`src/rtl/adc_seq_pkg.sv`:
```
package adc_seq_pkg;

    typedef enum logic [1:0] {
        ST_IDLE   = 2'd0,
        ST_STROBE = 2'd1,
        ST_CONV   = 2'd2,
        ST_CAPT   = 2'd3
    } seq_state_e;

    // Flops between the BUSY pin and its usable synchronized copy
    localparam int SYNC_LAT = 2;

endpackage

```
`src/rtl/adc_busy_sync.sv`:
```
module adc_busy_sync #(
    parameter int STAGES = adc_seq_pkg::SYNC_LAT
) (
    input  logic clk,
    input  logic rst_n,
    input  logic busy_raw_i,
    output logic busy_s_o,
    output logic busy_rise_o
);

    typedef struct packed {
        logic [STAGES-1:0] sh;
        logic              prev;
    } sync_t;

    sync_t s_d, s_q;

    always_comb begin
        s_d      = s_q;
        s_d.sh   = {s_q.sh[STAGES-2:0], busy_raw_i};
        s_d.prev = s_q.sh[STAGES-1];
    end

    // Idle converter reports BUSY high, so reset to high
    always_ff @(posedge clk or negedge rst_n) begin
        if (!rst_n) begin
            s_q.sh   <= '1;
            s_q.prev <= 1'b1;
        end else begin
            s_q <= s_d;
        end
    end

    assign busy_s_o    = s_q.sh[STAGES-1];
    assign busy_rise_o = s_q.sh[STAGES-1] & ~s_q.prev;

endmodule

```
`src/rtl/adc_rate_tick.sv`:
```
module adc_rate_tick #(
    parameter int PERIOD_CYC = 46
) (
    input  logic clk,
    input  logic rst_n,
    input  logic start_i,
    output logic ready_o
);

    localparam int CW = $clog2(PERIOD_CYC + 1);

    typedef struct packed {
        logic [CW-1:0] cnt;
    } rate_t;

    rate_t r_d, r_q;

    always_comb begin
        r_d = r_q;
        if (start_i) begin
            r_d.cnt = CW'(PERIOD_CYC - 1);
        end else if (r_q.cnt != '0) begin
            r_d.cnt = r_q.cnt - 1'b1;
        end
    end

    always_ff @(posedge clk or negedge rst_n) begin
        if (!rst_n) begin
            r_q.cnt <= '0;
        end else begin
            r_q <= r_d;
        end
    end

    assign ready_o = (r_q.cnt == '0);

    AST_START_WHEN_READY: assert property (@(posedge clk) disable iff (!rst_n)
        start_i |-> ready_o);

endmodule

```
`src/rtl/adc_seq_fsm.sv`:
```
module adc_seq_fsm
    import adc_seq_pkg::*;
#(
    parameter int DATA_W       = 14,
    parameter int STRB_LOW_CYC = 5,
    parameter int STRB_REL_CYC = 22,
    parameter int CAPT_WAIT    = 1,
    parameter int TIMEOUT_CYC  = 60
) (
    input  logic              clk,
    input  logic              rst_n,
    input  logic              enable_i,
    input  logic              ready_i,
    input  logic              busy_s_i,
    input  logic              busy_rise_i,
    input  logic [DATA_W-1:0] adc_data_i,
    output logic              start_o,
    output logic              strobe_n_o,
    output logic              valid_o,
    output logic [DATA_W-1:0] data_o,
    output logic              timeout_o
);

    localparam int PH_MAX = (STRB_LOW_CYC > CAPT_WAIT) ? STRB_LOW_CYC : CAPT_WAIT;
    localparam int PHW    = $clog2(PH_MAX + 1);
    localparam int TMOW   = $clog2(TIMEOUT_CYC + 1);
    localparam int LRW    = $clog2(STRB_REL_CYC + 2);

    typedef struct packed {
        seq_state_e        state;
        logic [PHW-1:0]    ph;
        logic [TMOW-1:0]   tmo;
        logic              strobe_n;
        logic              valid;
        logic              err;
        logic [DATA_W-1:0] data;
    } fsm_t;

    fsm_t f_d, f_q;

    always_comb begin
        f_d       = f_q;
        f_d.valid = 1'b0;
        f_d.err   = 1'b0;
        start_o   = 1'b0;
        case (f_q.state)
            ST_IDLE: begin
                if (enable_i && ready_i && busy_s_i) begin
                    start_o      = 1'b1;
                    f_d.state    = ST_STROBE;
                    f_d.strobe_n = 1'b0;
                    f_d.ph       = PHW'(1);
                    f_d.tmo      = TMOW'(1);
                end
            end
            ST_STROBE: begin
                f_d.tmo = f_q.tmo + 1'b1;
                if (f_q.ph == PHW'(STRB_LOW_CYC)) begin
                    f_d.strobe_n = 1'b1;
                    f_d.state    = ST_CONV;
                end else begin
                    f_d.ph = f_q.ph + 1'b1;
                end
            end
            ST_CONV: begin
                f_d.tmo = f_q.tmo + 1'b1;
                if (busy_rise_i) begin
                    f_d.state = ST_CAPT;
                    f_d.ph    = PHW'(1);
                end else if (f_q.tmo == TMOW'(TIMEOUT_CYC)) begin
                    f_d.err   = 1'b1;
                    f_d.state = ST_IDLE;
                end
            end
            ST_CAPT: begin
                if (f_q.ph == PHW'(CAPT_WAIT)) begin
                    f_d.data  = adc_data_i;
                    f_d.valid = 1'b1;
                    f_d.state = ST_IDLE;
                end else begin
                    f_d.ph = f_q.ph + 1'b1;
                end
            end
            default: f_d.state = ST_IDLE;
        endcase
    end

    always_ff @(posedge clk or negedge rst_n) begin
        if (!rst_n) begin
            f_q.state    <= ST_IDLE;
            f_q.ph       <= '0;
            f_q.tmo      <= '0;
            f_q.strobe_n <= 1'b1;
            f_q.valid    <= 1'b0;
            f_q.err      <= 1'b0;
            f_q.data     <= '0;
        end else begin
            f_q <= f_d;
        end
    end

    assign strobe_n_o = f_q.strobe_n;
    assign valid_o    = f_q.valid;
    assign data_o     = f_q.data;
    assign timeout_o  = f_q.err;

    // Length of the current strobe-low run, kept for the checks below
    logic [LRW-1:0] low_run_d, low_run_q;

    always_comb begin
        if (f_q.strobe_n) begin
            low_run_d = '0;
        end else if (low_run_q == '1) begin
            low_run_d = low_run_q;
        end else begin
            low_run_d = low_run_q + 1'b1;
        end
    end

    always_ff @(posedge clk or negedge rst_n) begin
        if (!rst_n) low_run_q <= '0;
        else        low_run_q <= low_run_d;
    end

    AST_STRB_DEADLINE: assert property (@(posedge clk) disable iff (!rst_n)
        low_run_q <= LRW'(STRB_REL_CYC));
    AST_STRB_MIN_LOW: assert property (@(posedge clk) disable iff (!rst_n)
        $rose(f_q.strobe_n) |-> (low_run_q >= LRW'(STRB_LOW_CYC)));
    AST_NO_RESTART: assert property (@(posedge clk) disable iff (!rst_n)
        $fell(f_q.strobe_n) |-> $past(busy_s_i));
    AST_START_ENABLED: assert property (@(posedge clk) disable iff (!rst_n)
        $fell(f_q.strobe_n) |-> $past(enable_i));
    AST_VALID_SINGLE: assert property (@(posedge clk) disable iff (!rst_n)
        f_q.valid |=> !f_q.valid);
    AST_TMO_NO_VALID: assert property (@(posedge clk) disable iff (!rst_n)
        f_q.err |-> !f_q.valid);

endmodule

```
`src/rtl/adc_seq_ctrl.sv`:
```
module adc_seq_ctrl
    import adc_seq_pkg::*;
#(
    parameter int DATA_W       = 14,
    parameter int OUT_W        = 16,
    parameter int STRB_LOW_CYC = 5,
    parameter int STRB_REL_CYC = 22,
    parameter int CAPT_MIN_CYC = 3,
    parameter int PERIOD_CYC   = 46,
    parameter int TIMEOUT_CYC  = 60
) (
    input  logic              clk,
    input  logic              rst_n,
    input  logic              enable_i,
    input  logic              adc_busy_i,
    input  logic [DATA_W-1:0] adc_data_i,
    output logic              conv_start_n_o,
    output logic              sample_valid_o,
    output logic [DATA_W-1:0] sample_raw_o,
    output logic [OUT_W-1:0]  sample_sext_o,
    output logic              conv_timeout_o
);

    // Synchronizer flops count toward the capture delay
    localparam int CAPT_WAIT = (CAPT_MIN_CYC > SYNC_LAT + 1) ? (CAPT_MIN_CYC - SYNC_LAT) : 1;
    localparam int EXT_W     = OUT_W - DATA_W;

    logic busy_s, busy_rise, start, ready;

    adc_busy_sync #(.STAGES(SYNC_LAT)) u_sync (
        .clk        (clk),
        .rst_n      (rst_n),
        .busy_raw_i (adc_busy_i),
        .busy_s_o   (busy_s),
        .busy_rise_o(busy_rise)
    );

    adc_rate_tick #(.PERIOD_CYC(PERIOD_CYC)) u_rate (
        .clk    (clk),
        .rst_n  (rst_n),
        .start_i(start),
        .ready_o(ready)
    );

    adc_seq_fsm #(
        .DATA_W      (DATA_W),
        .STRB_LOW_CYC(STRB_LOW_CYC),
        .STRB_REL_CYC(STRB_REL_CYC),
        .CAPT_WAIT   (CAPT_WAIT),
        .TIMEOUT_CYC (TIMEOUT_CYC)
    ) u_fsm (
        .clk        (clk),
        .rst_n      (rst_n),
        .enable_i   (enable_i),
        .ready_i    (ready),
        .busy_s_i   (busy_s),
        .busy_rise_i(busy_rise),
        .adc_data_i (adc_data_i),
        .start_o    (start),
        .strobe_n_o (conv_start_n_o),
        .valid_o    (sample_valid_o),
        .data_o     (sample_raw_o),
        .timeout_o  (conv_timeout_o)
    );

    generate
        if (EXT_W > 0) begin : g_ext
            assign sample_sext_o = {{EXT_W{sample_raw_o[DATA_W-1]}}, sample_raw_o};
        end else begin : g_trunc
            assign sample_sext_o = sample_raw_o[OUT_W-1:0];
        end
    endgenerate

endmodule

```
`config.mk`:
```
export PLATFORM = sky130hd
export DESIGN_NAME = adc_seq_ctrl
export DESIGN_NICKNAME = d
export VERILOG_FILES = /design/src/rtl/adc_seq_pkg.sv /design/src/rtl/adc_busy_sync.sv /design/src/rtl/adc_rate_tick.sv /design/src/rtl/adc_seq_fsm.sv /design/src/rtl/adc_seq_ctrl.sv
export SDC_FILE = /design/constraint.sdc
export NUM_CORES = 1
export LEC_CHECK = 0
export BUFFER_PORTS_ARGS = -buffer_cell sky130_fd_sc_hd__buf_2
export CAP_MARGIN = 20
export CORE_MARGIN = 1
export CORE_UTILIZATION = 53
export DETAILED_ROUTE_END_ITERATION = 8
export PLACE_DENSITY = 0.8
export SLEW_MARGIN = 15
export SYNTH_ARGS = -nofsm -noshare
export SYNTH_HDL_FRONTEND = slang
export SYNTH_SLANG_ARGS = --single-unit
```
`constraint.sdc`:
```
create_clock -name clk -period 2.3 [get_ports clk]
set_input_delay 0.46 -clock clk [delete_from_list [all_inputs] [get_ports clk]]
set_output_delay 0.46 -clock clk [all_outputs]
set_load 0.02 [all_outputs]
```
# Word-level counts from Yosys, hierarchy flattened
# Cells that the tools add are included.
dict set report totals {
  elab_cells 63
  regBits 37
  output_inout_bits 33
}
dict set report op_classes {
  add_sub_neg 3
  eq_ne 13
  n_mux 21
  reduce_logical 14
  bitwise_logic 2
}
# cell count
set ops {}
lappend ops {{one-hot mux 5 bit (4 select lines)} 1}
lappend ops {{2-to-1 mux 12 bit} 1}
lappend ops {{2-to-1 mux 6 bit} 2}
lappend ops {{one-hot mux 6 bit (2 select lines)} 1}
lappend ops {{2-to-1 mux 3 bit} 3}
lappend ops {{2-to-1 mux 1 bit} 8}
lappend ops {{2-to-1 mux 2 bit} 4}
lappend ops {{AND reduction 4 bit} 2}
lappend ops {{adder 6 x 1 -> 6 bit, second input constant} 1}
lappend ops {{== test 6 bit, second input constant} 1}
lappend ops {{zero test 6 bit} 1}
lappend ops {{inequality test 2 x 1 -> 1 bit, second input constant} 3}
lappend ops {{inequality test 2 bit, second input constant} 3}
lappend ops {{nonzero test 2 bit} 3}
lappend ops {{nonzero test 6 bit} 1}
lappend ops {{subtractor 6 x 1 -> 6 bit, second input constant} 1}
lappend ops {{== test 2 bit, second input constant} 2}
lappend ops {{AND reduction 2 bit} 2}
lappend ops {{adder 3 x 1 -> 3 bit, second input constant} 1}
lappend ops {{== test 3 x 1 -> 1 bit, second input constant} 1}
lappend ops {{== test 3 bit, second input constant} 1}
lappend ops {{inequality test 3 x 2 -> 1 bit, second input constant} 1}
lappend ops {{AND reduction 3 bit} 1}
lappend ops {{== test 2 x 1 -> 1 bit, second input constant} 1}
lappend ops {{6 further kinds} 7}

# Depth between registers and ports, before layout
dict set report depth {
  ltp_word 6
  ltp_mapped 7
  ltp_nobuf 7
}

# Modules after synthesis
# Synthesis repeated with hierarchy kept, for this count alone.
dict set report unflattened {
  hier_cells 216
  area_unflattened_um2 2112.0
}
# mod area_per_inst_um2 n_inst cells_each seq_area_each_um2
set modules_own_cells {}
lappend modules_own_cells {adc_seq_fsm 1554.0 1 162 701.9}
lappend modules_own_cells {adc_rate_tick 345.3 1 34 150.1}
lappend modules_own_cells {adc_seq_ctrl 120.1 1 16 0.0}
lappend modules_own_cells {adc_busy_sync 92.6 1 4 78.8}

# Worst setup path before layout
# OpenSTA, ideal clock, no wires.
dict set report synth_path {
  kind {register to register}
  start {reg u_fsm.f_q[26] in the netlist's numbering}
  end {reg u_fsm.f_q[20] in the netlist's numbering}
  required_ns 2.231
  setup_ns 0.069
  slack_ns 0.322
  arrival_time_ns 1.909
  path_stages_with_launch 7
  period_less_slack_ns 1.978
  cell_sequence {dfrtp_1 > inv_1 > ha_1 > inv_1 > o41a_4 > or4b_1 > nand3_1}
}
dict set report synth_via {
  elab_chain_cells 4
  elab_cells_between_ends 8
  classes_between {eq/ne: 3; mux: 1; reduce/logical: 4}
}
# element line_no
set synth_lines {}
lappend synth_lines {{start, declared} adc_seq_fsm.sv:39} ;# fsm_t f_d, f_q;
lappend synth_lines {{== test 2 x 1 -> 1 bit or == test 2 bit (tied branches)} adc_seq_fsm.sv:46} ;# case (f_q.state)
lappend synth_lines {{OR reduction 2 bit (no source line)} --}
lappend synth_lines {{nonzero test 2 bit (no source line)} --}
lappend synth_lines {{AND reduction 2 bit (no source line)} --}
# Parallel ways exist; a longest one is shown, timed or not.
# A chain may end at the register's enable or synchronous reset.

# Worst setup path after layout
# Same ends and word-level chain as after synthesis.

==> flow_summary.rst <==
.. list-table::
   :header-rows: 1

   * - Metric
     - Value
   * - Number of rows in the core area
     - 21
   * - Number of buffer cells added on primary ports
     - 50
   * - Critical path start-end classification
     - reg2reg
   * - Die outline height
     - 63.5 µm
   * - Mean instance size in the synthesized netlist
     - 9.33 µm²
   * - Proportion of layout cells with a drive suffix above 1
     - 28.4%
   * - Hold Worst Slack
     - 0.247 ns
   * - Clock input transition at the sequential cells of the worst setup and hold paths
     - 0.07 ns
   * - Post-synthesis to final-layout area growth
     - 9.16%
   * - Number of vias in the routed layout
     - 1481
   * - Final instance area
     - 2190 µm²
   * - Worst-path cell chain
     - inv_1, ha_1, inv_1, o41a_4, or4b_1, nand3_1
   * - Antenna violations before repair
     - 0
   * - Run status
     - complete, no violations
   * - Max_slew headroom
     - 47.8%
   * - Number of inserted filler cells in the final layout
     - 290
   * - Biggest area consumer among synthesized cells
     - sky130_fd_sc_hd__dfrtp_1
   * - DR iter-0 viols
     - 57
   * - Post-synthesis register bit count
     - 37
   * - Syn Std Cell Area
     - 2010 µm²
   * - Final routed DRC violation total
     - 0
   * - Final #Nets
     - 270
   * - Final worst-path cycle share
     - 92.8%
   * - Max Transition Viols Final
     - 0
   * - Share of the yosys chip area belonging to registers
     - 46.4%
   * - Library cell used as clock root buffer
     - sky130_fd_sc_hd__clkbuf_8
   * - Max Root-Sink Buffers
     - 2
   * - Combined global-route utilization of all metal layers
     - 19.3%
   * - Initial Util
     - 57.9%
   * - Antenna-violating nets left
     - 0
   * - Most frequent cell on the critical path
     - sky130_fd_sc_hd__inv_1
   * - Global-route wire length before repair
     - 5870 µm
   * - Largest fanout of any net on the critical path
     - 9
   * - Largest clock skew in the final design
     - 0.00481 ns
   * - LEAKAGE
     - 1.04 nW
   * - Synthesis Warnings
     - 0
   * - Setup fix buffers added after clock tree synthesis
     - 0
   * - Clock sink total
     - 37
   * - Final Critical Period
     - 2.13 ns
   * - Die Span X
     - 63.5 µm
   * - Detailed-placement wirelength estimate
     - 2470 µm
   * - Number of buffers added by the clock tree synthesis step
     - 5
   * - Class of the tightest hold or removal check
     - in2async
   * - Max incr delay on CP
     - 0.55 ns
   * - DRT Pass-1 Iters
     - 4
   * - Final setup viols
     - 0
   * - Cell types with the largest area share after synthesis
     - sky130_fd_sc_hd__dfrtp_1, sky130_fd_sc_hd__buf_4, sky130_fd_sc_hd__nand2_1
   * - Final std cells w/o fill
     - 289
   * - Critical path endpoint category
     - register
   * - Number of instances in the placed design
     - 281
   * - Data required time of the critical path
     - 2.53 ns
   * - Total Die Area
     - 4040 µm²
   * - Arrival time at the worst endpoint
     - 2.37 ns
   * - Total power density per cell area
     - 993 nW/µm²
   * - CP Launch Type
     - register
   * - Largest net degree at the start of global routing
     - 38
   * - Placeable core area
     - 3470 µm²
   * - Vias in the first global route
     - 1325
   * - Proportion of netlist area held by the largest area contributor
     - 41.1%
   * - Clock tree from TritonCTS
     - yes
   * - Drt wl/cell
     - 11.6 µm
   * - Hold-fix buffers at CTS
     - 0
   * - Antenna diode instance count
     - 0
   * - Mean number of vias per cell
     - 5.12
   * - Placer Congestion
     - 0.783
   * - Number of cells upsized or downsized after cts
     - 0
   * - Mapped Nets
     - 243
   * - Crit-path slowest cell
     - sky130_fd_sc_hd__o41a_4
   * - Cell count after synthesis
     - 215
   * - VDD IR-drop max
     - 0.493 mV
   * - Tightest Pin Transition
     - 0.783 ns
   * - Final hold violation count
     - 0
   * - Maximum clock frequency
     - 469 MHz
   * - Distinct cell type count of the synthesized netlist
     - 36
   * - Aggregate global routing overflow
     - 0
   * - Number of top-level design ports
     - 51
   * - Unrepaired setup endpoints after global routing
     - no
   * - WL final
     - 3350 µm
   * - Setup tns final
     - 0 ns
   * - CTS H-tree lvls
     - 2
   * - MaxCap Viol Count
     - 0
   * - Clk Latency, worst-skew pair
     - 0.29 ns
   * - Placement-stage cell area
     - 2110 µm²
## placed cells by master (no fill, tap or decap), types with 2 or more instances in the layout
cell type / instances
sky130_fd_sc_hd__a21oi_1: 2
sky130_fd_sc_hd__a22o_1: 2
sky130_fd_sc_hd__a31oi_1: 4
sky130_fd_sc_hd__a32o_1: 2
sky130_fd_sc_hd__and2_1: 2
sky130_fd_sc_hd__and3_1: 3
sky130_fd_sc_hd__buf_2: 50
sky130_fd_sc_hd__buf_4: 5
sky130_fd_sc_hd__clkbuf_8: 5
sky130_fd_sc_hd__clkinv_2: 2
sky130_fd_sc_hd__dfrtp_1: 33
sky130_fd_sc_hd__dfstp_2: 4
sky130_fd_sc_hd__ha_1: 10
sky130_fd_sc_hd__inv_1: 9
sky130_fd_sc_hd__mux2i_1: 2
sky130_fd_sc_hd__nand2_1: 59
sky130_fd_sc_hd__nand2b_1: 4
sky130_fd_sc_hd__nand3_1: 8
sky130_fd_sc_hd__nand3b_1: 2
sky130_fd_sc_hd__nor2_1: 4
sky130_fd_sc_hd__nor3_1: 4
sky130_fd_sc_hd__o211ai_1: 3
sky130_fd_sc_hd__o21ai_0: 5
sky130_fd_sc_hd__or3_1: 3
sky130_fd_sc_hd__or4b_1: 2
## per-layer routing
| metal | GRT usage [%] | vias to the layer above | wire length, µm |
|---|---|---|---|
| met5 | 0 | - | 0 |
| met4 | 8.52 | 0 | 62 |
| met1 | 23.4 | 686 | 1520 |
| met2 | 31.3 | 46 | 1580 |
| li1 | - | 742 | - |
| met3 | 5.98 | 7 | 185 |
## path summary, 6_finish.rpt
kind | startpoint | endpoint | slack [ns] | cells after the start
max | u_fsm.f_q[26] | u_fsm.f_q[20] | 0.17 | 6
min | rst_n | u_fsm.data_o[1] | 0.25 | 1
max reg2reg | u_fsm.f_q[26] | u_fsm.f_q[20] | 0.17 | 6
min reg2reg | u_sync.s_d[2] | u_sync.busy_s_o | 0.36 | 0
max in group asynchronous | rst_n | u_rate.r_q[3] | 1.56 | 1
min in group clk | adc_busy_i | u_sync.s_d[2] | 0.26 | 1
## stage by stage
| stage | setup slack [ns] | utilization [%] | total power, mW |
|---|---|---|---|
| after detailed placement | 0.167 | 60.8 | 1.77 |
| after global routing | 0.0223 | 63.2 | 2.39 |
| after CTS | 0.156 | 63.2 | 2.20 |
| after global placement | 0.241 | 60.8 | 1.73 |
| after floorplan | 0.322 | - | 1.55 |
| final | 0.166 | 63.2 | 2.18 |
## cells in the mapped netlist
cell type / instances
sky130_fd_sc_hd__mux2i_1: 2
sky130_fd_sc_hd__or3_4: 1
sky130_fd_sc_hd__nand3b_1: 2
sky130_fd_sc_hd__or2_1: 1
sky130_fd_sc_hd__o311ai_0: 1
sky130_fd_sc_hd__nor2_1: 4
sky130_fd_sc_hd__o41a_4: 1
sky130_fd_sc_hd__xor2_1: 1
sky130_fd_sc_hd__a21oi_1: 2
sky130_fd_sc_hd__dfrtp_1: 33
sky130_fd_sc_hd__dfstp_2: 4
sky130_fd_sc_hd__and2_1: 2
sky130_fd_sc_hd__nand2b_1: 4
sky130_fd_sc_hd__nor3_1: 4
sky130_fd_sc_hd__inv_1: 9
sky130_fd_sc_hd__mux2_2: 1
sky130_fd_sc_hd__a31oi_1: 4
sky130_fd_sc_hd__o211ai_1: 3
sky130_fd_sc_hd__buf_4: 30
sky130_fd_sc_hd__o31ai_1: 1
sky130_fd_sc_hd__nor4b_1: 1
sky130_fd_sc_hd__a22o_1: 2
sky130_fd_sc_hd__or4b_1: 2
sky130_fd_sc_hd__a21o_1: 1
sky130_fd_sc_hd__o21ai_0: 5
sky130_fd_sc_hd__ha_1: 10
sky130_fd_sc_hd__o211a_1: 1
sky130_fd_sc_hd__a41oi_1: 1
sky130_fd_sc_hd__or3_1: 3
sky130_fd_sc_hd__and3_1: 3
sky130_fd_sc_hd__a211oi_1: 1
sky130_fd_sc_hd__nand2_1: 59
sky130_fd_sc_hd__a32o_1: 2
sky130_fd_sc_hd__xnor2_1: 1
sky130_fd_sc_hd__clkbuf_1: 5
sky130_fd_sc_hd__nand3_1: 8
## state kept, by name, summed over array words and instances (netlist names)
name and count:
u_rate.r_q 6, u_fsm.data_o 14, u_fsm.strobe_n_o 1, u_fsm.valid_o 1, u_sync.s_q 1, u_sync.s_d 1
u_fsm.f_q 11, u_sync.busy_s_o 1, u_fsm.timeout_o 1
## logic make-up after synthesis
group	count (synthesis)	share of synthesized area, %
simple gates	94	21.6
buf+inv	44	13.8
flops	37	46.4
compound gates	25	9.54
fa+ha+maj	10	6.23
mux	3	1.56
xor+xnor	2	0.873
## power breakdown
part / switching [mW] / internal, mW / leakage [nW]
Combinational: 0.483 / 0.375 / 0.598
Clock: 0.219 / 0.210 / 0.0450
Sequential: 0.114 / 0.775 / 0.399
Total: 0.815 / 1.36 / 1.04
## cell type report
type                    instances  area [µm²]  area share, %
inverters                       9        33.8           1.54
clock buffers                   6        72.6           3.31
flip-flops and latches         37         931           42.5
repair buffers                 55         288           13.1
multi-input cells             134         798           36.4
clock inverters                 2        10.0          0.457
well taps                      46        57.6           2.63
## worst max-delay path, delay by kind of cell (launching register included)
family,cells,cell delay [ns]
compound gates,1,0.55
fa+ha+maj,1,0.24
buf+inv,2,0.22
flops,1,0.45
simple gates,2,0.61
No activity file was read; power rests on OpenSTA's default activity.
